[src/rtl/fwd_regfile_pkg.sv]
package fwd_regfile_pkg;

    // Source picked by one read port
    typedef enum logic [1:0] {
        SRC_ZERO = 2'd0,
        SRC_FILE = 2'd1,
        SRC_FWD  = 2'd2
    } rd_src_e;

    // Stage slots in bypass vectors, youngest first
    localparam int STG_EX  = 0;
    localparam int STG_MEM = 1;
    localparam int STG_WB  = 2;
    localparam int N_STAGE = 3;

endpackage

[src/rtl/fwd_regfile_store.sv]
module fwd_regfile_store #(
    parameter int DEPTH = 32,
    parameter int DW    = 32,
    parameter int N_RD  = 2,
    localparam int AW   = $clog2(DEPTH)
) (
    input  logic                     clk,
    input  logic                     rst_n,
    input  logic                     we,
    input  logic [AW-1:0]            waddr,
    input  logic [DW-1:0]            wdata,
    input  logic [N_RD-1:0][AW-1:0]  raddr,
    output logic [N_RD-1:0][DW-1:0]  rdata
);

    logic [DEPTH-1:0][DW-1:0] regs;

    // Entry 0 is a constant zero
    assign regs[0] = '0;

    for (genvar i = 1; i < DEPTH; i++) begin : g_entry
        always_ff @(posedge clk or negedge rst_n) begin
            if (!rst_n) begin
                regs[i] <= '0;
            end else if (we && (waddr == AW'(i))) begin
                regs[i] <= wdata;
            end
        end
    end

    for (genvar p = 0; p < N_RD; p++) begin : g_rd
        assign rdata[p] = regs[raddr[p]];
    end

endmodule

[src/rtl/fwd_regfile_bypass.sv]
module fwd_regfile_bypass
    import fwd_regfile_pkg::*;
#(
    parameter int AW     = 5,
    parameter int DW     = 32,
    parameter int NSTAGE = N_STAGE
) (
    input  logic [AW-1:0]              idx,
    input  logic [DW-1:0]              file_val,
    input  logic [NSTAGE-1:0]          st_we,
    input  logic [NSTAGE-1:0][AW-1:0]  st_dst,
    input  logic [NSTAGE-1:0][DW-1:0]  st_val,
    output logic [DW-1:0]              operand
);

    logic [NSTAGE-1:0] hit;
    logic [DW-1:0]     fwd_val;
    rd_src_e           src;

    for (genvar s = 0; s < NSTAGE; s++) begin : g_hit
        assign hit[s] = st_we[s] && (st_dst[s] != '0) && (st_dst[s] == idx);
    end

    // Oldest first, so that a younger hit overrides it
    always_comb begin
        fwd_val = '0;
        for (int s = NSTAGE - 1; s >= 0; s--) begin
            if (hit[s]) fwd_val = st_val[s];
        end
    end

    always_comb begin
        if (idx == '0)  src = SRC_ZERO;
        else if (|hit)  src = SRC_FWD;
        else            src = SRC_FILE;
    end

    always_comb begin
        unique case (src)
            SRC_ZERO: operand = '0;
            SRC_FWD:  operand = fwd_val;
            SRC_FILE: operand = file_val;
            default:  operand = '0;
        endcase
    end

endmodule

[src/rtl/fwd_regfile.sv]
module fwd_regfile
    import fwd_regfile_pkg::*;
#(
    parameter int NREG = 32,
    parameter int DW   = 32,
    localparam int AW  = $clog2(NREG)
) (
    input  logic          clk,
    input  logic          rst_n,
    input  logic [AW-1:0] rd_a_idx,
    input  logic [AW-1:0] rd_b_idx,
    input  logic          ex_we,
    input  logic [AW-1:0] ex_dst,
    input  logic [DW-1:0] ex_val,
    input  logic          mem_we,
    input  logic [AW-1:0] mem_dst,
    input  logic [DW-1:0] mem_val,
    input  logic          wb_we,
    input  logic [AW-1:0] wb_dst,
    input  logic [DW-1:0] wb_val,
    output logic [DW-1:0] op_a,
    output logic [DW-1:0] op_b
);

    localparam int N_RD = 2;

    logic [N_RD-1:0][AW-1:0]    rd_idx;
    logic [N_RD-1:0][DW-1:0]    file_val;
    logic [N_RD-1:0][DW-1:0]    resolved;
    logic [N_STAGE-1:0]         st_we;
    logic [N_STAGE-1:0][AW-1:0] st_dst;
    logic [N_STAGE-1:0][DW-1:0] st_val;

    assign rd_idx[0] = rd_a_idx;
    assign rd_idx[1] = rd_b_idx;

    assign st_we[STG_EX]   = ex_we;
    assign st_dst[STG_EX]  = ex_dst;
    assign st_val[STG_EX]  = ex_val;
    assign st_we[STG_MEM]  = mem_we;
    assign st_dst[STG_MEM] = mem_dst;
    assign st_val[STG_MEM] = mem_val;
    assign st_we[STG_WB]   = wb_we;
    assign st_dst[STG_WB]  = wb_dst;
    assign st_val[STG_WB]  = wb_val;

    fwd_regfile_store #(
        .DEPTH (NREG),
        .DW    (DW),
        .N_RD  (N_RD)
    ) u_store (
        .clk   (clk),
        .rst_n (rst_n),
        .we    (wb_we),
        .waddr (wb_dst),
        .wdata (wb_val),
        .raddr (rd_idx),
        .rdata (file_val)
    );

    for (genvar p = 0; p < N_RD; p++) begin : g_port
        fwd_regfile_bypass #(
            .AW     (AW),
            .DW     (DW),
            .NSTAGE (N_STAGE)
        ) u_byp (
            .idx      (rd_idx[p]),
            .file_val (file_val[p]),
            .st_we    (st_we),
            .st_dst   (st_dst),
            .st_val   (st_val),
            .operand  (resolved[p])
        );
    end

    assign op_a = resolved[0];
    assign op_b = resolved[1];

endmodule

[config.mk]
export PLATFORM = sky130hd
export DESIGN_NAME = fwd_regfile
export DESIGN_NICKNAME = d
export VERILOG_FILES = /design/src/rtl/fwd_regfile_pkg.sv /design/src/rtl/fwd_regfile_store.sv /design/src/rtl/fwd_regfile_bypass.sv /design/src/rtl/fwd_regfile.sv
export SDC_FILE = /design/constraint.sdc
export NUM_CORES = 2
export LEC_CHECK = 0
export ABC_AREA = 1
export BUFFER_PORTS_ARGS = -buffer_cell sky130_fd_sc_hd__buf_4
export CORE_AREA = 2 2 310 312
export CTS_BUF_LIST = sky130_fd_sc_hd__clkbuf_4
export CTS_CLUSTER_SIZE = 25
export DETAILED_ROUTE_END_ITERATION = 12
export DIE_AREA = 0 0 312 314
export GPL_ROUTABILITY_DRIVEN = 0
export PLACE_DENSITY = 0.9
export SYNTH_ARGS = -nofsm -noshare
export SYNTH_HDL_FRONTEND = slang
export SYNTH_HIERARCHICAL = 1
export SYNTH_SLANG_ARGS = --single-unit
[constraint.sdc]
create_clock -name clk -period 1.8 [get_ports clk]
set_input_delay 0.27 -clock clk [delete_from_list [all_inputs] [get_ports clk]]
set_output_delay 0.27 -clock clk [all_outputs]
set_load 0.1 [all_outputs]
==> results of run 1 <==
-- metal layers --
metal / overflow / global-route usage, %
met3: 0 / 50.57
met4: 0 / 59.23
met5: 0 / 28.68
met1: 0 / 66.77
met2: 4 / 79.83
-- cell families after synthesis --
| family | count (synthesis) |
|---|---|
| simple gates | 5272 |
| buf+inv | 1674 |
| compound gates | 1250 |
| flops | 992 |
| xor+xnor | 4 |
-- what timing repair did --
action / CTS
hold buffers: 45
hold endpoints to repair: 1984
pin swaps: 277
resized for setup: 522
endpoints found under the setup margin: 64
setup buffers: 41
cloned: 0
-- through the flow --
step | setup WS (ns) | instances
2_1_floorplan | -0.01963 | 9192
3_3_place_gp | -0.6697 | 10430
4_1_cts | -1.184 | 10960
3_5_place_dp | -0.7022 | 10430
==> reports/metrics.cfg, run 1 <==
[floorplanning]
die_h_um = 314
ios = 190
rows = 113
die-width_um = 312
initial_core_util_pct = 64.65

[timing]
grt-worst-endpoint = op_b[9]
worstEpCategory = primary output

[logic_synthesis]
syn_avg_cell_area_um2 = 6.643
synth_most_common_cell = nand2_1
synth-simple-area-share_pct = 37.35
ys_seq_area_share_pct = 40.65
yosys.area.top_type_share_pct = 40.65
async_flop_share_pct = 100.0
synth_ff_type = dfrtp_1
yosys.cell_types.count = 32
synth_top_family_by_area = simple AND/OR/NAND/NOR gates
synth-edff-count = 0
synth-compound-area-share_pct = 10.25
syn-cell-area_um2 = 61060
synth_xor_area_share_pct = 0.05738
synth_fp_nets = 9318
ys_ff_latch = 992
yosys-top-cells-area = dfrtp_1 (41%), nand2_1 (20%), nand3_1 (14%), o21ai_0 (7.4%), inv_1 (5.6%)
synth_mux_area_share_pct = 0
synth_cells = 9192
yosys.area.top_type = dfrtp_1
synthAdderAreaFrac_pct = 0
yosysWarnings = 6
synth_commonest_cells = nand2_1 (3,228), nand3_1 (1,676), dfrtp_1 (992)

[run_status]
status = stopped before the end
haltStage = global routing (5_1_grt)
tool.error = [ERROR GRT-0232] Routing congestion too high. Check the congestion heatmap in the GUI.

[clock_tree]
ctsHtreeMaxLevel = 5
cts-root-buf = clkbuf_4
cts_max_path_buffers = 4
cts.sinks = 992
numCtsBuffers = 280

[global_routing]
grt_max_degree = 108
antenna_found_initial = 34
gr-total-overflow = 4
grt.total_usage_pct = 64.81

[placement]
hpwl_um = 152000
port_buffers = 189
dpl_cell_area_um2 = 68060

==> run 2: changes to the inputs <==
--- a/config.mk
+++ b/config.mk
@@ -7,13 +7,11 @@
 export LEC_CHECK = 0
 export ABC_AREA = 1
 export BUFFER_PORTS_ARGS = -buffer_cell sky130_fd_sc_hd__buf_4
-export CORE_AREA = 2 2 310 312
-export CTS_BUF_LIST = sky130_fd_sc_hd__clkbuf_4
-export CTS_CLUSTER_SIZE = 25
+export CORE_AREA = 2 2 394 396
 export DETAILED_ROUTE_END_ITERATION = 12
-export DIE_AREA = 0 0 312 314
+export DIE_AREA = 0 0 396 398
 export GPL_ROUTABILITY_DRIVEN = 0
-export PLACE_DENSITY = 0.9
+export PLACE_DENSITY_LB_ADDON = 0.15
 export SYNTH_ARGS = -nofsm -noshare
 export SYNTH_HDL_FRONTEND = slang
 export SYNTH_HIERARCHICAL = 1
==> run 2 against run 1 <==
  * Synthesized area unchanged
  * Synthesized cell count unchanged
  * The flow now finishes, with violations (setup timing)
==> reports/metrics.cfg, run 2 <==
[run]
maxCapViolations = 0

[logic_synthesis]
async_flop_share_pct = 100.0
synth-edff-count = 0
yosys.area.top_type = dfrtp_1
synth_cells = 9192
synth_commonest_cells = nand2_1 (3,228), nand3_1 (1,676), dfrtp_1 (992)
yosys.cell_types.count = 32
syn_avg_cell_area_um2 = 6.643
yosys-top-cells-area = dfrtp_1 (41%), nand2_1 (20%), nand3_1 (14%), o21ai_0 (7.4%), inv_1 (5.6%)
ys_ff_latch = 992
yosys.area.top_type_share_pct = 40.65
syn-cell-area_um2 = 61060
ys_seq_area_share_pct = 40.65
synth_most_common_cell = nand2_1
synth_ff_type = dfrtp_1
synth_fp_nets = 9318
yosysWarnings = 6

[global_routing]
grt_pass1_wl_um = 398600
antenna_found_initial = 16
grt_pass1_vias = 61600
gr-total-overflow = 0
grt.total_usage_pct = 33.36
grt_max_degree = 96

[route]
drc = 0
dr.pass1.iters = 7
via_count = 66160
ant_nets = 0
routed_via_density = 5.648
drt_iter0_drc = 8350
totalWireLength_um = 271500
wl_per_cell_um = 23.18

[clock_tree]
ctsHtreeMaxLevel = 3
numCtsBuffers = 115
cts_max_path_buffers = 3
cts_tree = done
clkSlewWorstSetupHoldPaths_ns = 0.06
clock_latency_ns = 0.76
cts.sinks = 992
cts-root-buf = clkbuf_16

[layout]
multi_input_area_um2 = 33740
fill_cells = 14760
drive_above_1_share_pct = 23.45
final_common_cell = nand2_1
area_growth_pct = 31.33
final_cell_mix = nand2_1 (2,925), nand3_1 (1,301), dfrtp_1 (992)
largest_reg_flops = 992
register_area_um2 = 24820
final_nets = 9695
utilization_pct = 52.30
largestRegisters = u_store/regs x992
top_register = u_store/regs

[floorplanning]
rows = 144
core_area_um2 = 153300
dieArea_um2 = 157600
die-width_um = 396
ios = 190
initial_core_util_pct = 39.82
die_h_um = 398

[placement]
hpwl_um = 175800
port_buffers = 189

[worst_setup_path]
worstPathMaxFanout = 2
worstPathArrival_ns = 2.24
path_cells = inv_2, nand2_1, nand3_1, nand3_1, nand3_1, nand2_1, nand2_1, nand2_2, buf_12, nand3_4, nand2_8, buf_12
crit_buf_inv = 3
critPathSlowestCell = dfrtp_1
path_delay_family = simple AND/OR/NAND/NOR gates
cpPeakStageDelay_ns = 0.37
end_kind = output pin
critPathLaunchType = flop
path_class = reg2out
cp_data_required_time_ns = 1.53

[power]
switching_power_mw = 26.52
p_per_area_nw_per_um2 = 942.0
pwr-share-comb_pct = 29.4
ir_drop_mv = 0.7917
p_sw_share_pct = 35.10
internal_power_mw = 49.02
leakage_nw = 39.41
pwr-share-clk_pct = 31.8
p_seq_share_pct = 38.8

[timing]
fin_ws_ns = -0.7115
tightest_slew_ns = 0.5866
setup_viol = 64
max_freq_mhz = 398.2
grt_setup_unrepaired = true
period_needed_ns = 2.511
maxSlewViolCount = 0
post-route-period-util_pct = 139.5
whs_ns = 0.07394
max_slew_margin_pct = 60.89
skew_ns = 0
hold_viol = 0

[min_path]
hp-class = in2reg

[run_status]
status = complete, but fails checks
violations = setup timing

[run 2: cell counts after synthesis]
No cell type changed its count.
[run 2: path summary, 6_finish.rpt]
path                              startpoint           endpoint  slack [ns]  cells after the start
max                        u_store/regs[304]           op_b[16]       -0.71                     12
max in group asynchronous              rst_n   u_store/regs[55]        0.83                      3
min in group asynchronous              rst_n  u_store/regs[151]        0.16                      3
min                                wb_val[7]  u_store/regs[743]        0.07                      4
min reg2reg                u_store/regs[138]  u_store/regs[138]        0.48                      2
max reg2reg                u_store/regs[896]  u_store/regs[896]        0.75                      5
[run 2: area by class of cell]
type	count	share of cell area [%]
Sequential cell	992	30.96
Antenna cell	7	0.02184
Timing Repair inverter	1	0.007802
Multi-Input combinational cell	6526	42.07
Tap cell	2044	3.189
Timing Repair Buffer	1009	14.59
Inverter	924	4.397
Clock inverter	35	0.4353
Clock buffer	176	4.327
[run 2: layer usage]
layer,vias up,global-route usage (%),routed length (um)
met5,-,0,124
met4,18,13.93,11440
met2,3778,49.69,115800
met1,31530,46.18,112900
met3,737,8.112,31270
li1,30090,-,-
[run 2: cells by family (layout without fill, tap and decap cells)]
group / Yosys count / in the layout / synth area share (%)
XOR/XNOR: 4 / 4 / 0.05739
AO/OA/AOI/OAI: 1250 / 1250 / 10.25
AND/OR/NAND/NOR: 5272 / 5272 / 37.35
flip-flops: 992 / 992 / 40.65
buffers and inverters: 1674 / 2145 / 11.69
other: 0 / 7 / 0
[run 2: worst register-to-register path, cell delays in order, from the launching register on]
cell and delay (ns):
dfrtp_1 0.41, buf_4 0.15, buf_4 0.12, buf_4 0.12, nand2_1 0.05, o21ai_0 0.08
[run 2: stage by stage]
step	cell area, um2	instances	worst slack [ns]	TNS [ns]	power (mW)
global route	80170	11710	-0.8235	-44.93	79.48
CTS	77080	11580	-0.7398	-41.76	73.85
detailed placement	70900	11340	-0.8695	-44.93	48.43
floorplan	62080	9192	-0.01963	-0.03925	41.42
global placement	70900	11340	-0.8476	-44.43	48.03
finish	80190	11710	-0.7115	-39.48	75.54
[run 2: what timing repair did]
action / 4_1_cts / 5_1_grt
resized for setup: 569 / 620
hold buffers: 2 / 0
buffers inserted: 34 / 129
setup endpoints to repair: 64 / 64
cloned: 2 / 2
pin swaps: 305 / 405
endpoints found under the hold margin: 785 / 0
[run 2: power groups by stage]
stage | Sequential (mW) | Combinational, mW | Clock (mW)
6_report | 29.3 | 22.2 | 24.0
3_5_place_dp | 29.4 | 19.0 | 0
3_3_place_gp | 29.3 | 18.7 | 0
2_1_floorplan | 28.7 | 12.7 | 0
5_1_grt | 29.7 | 24.4 | 25.3
4_1_cts | 29.1 | 20.4 | 24.4
No activity file was read; power rests on OpenSTA's default activity.
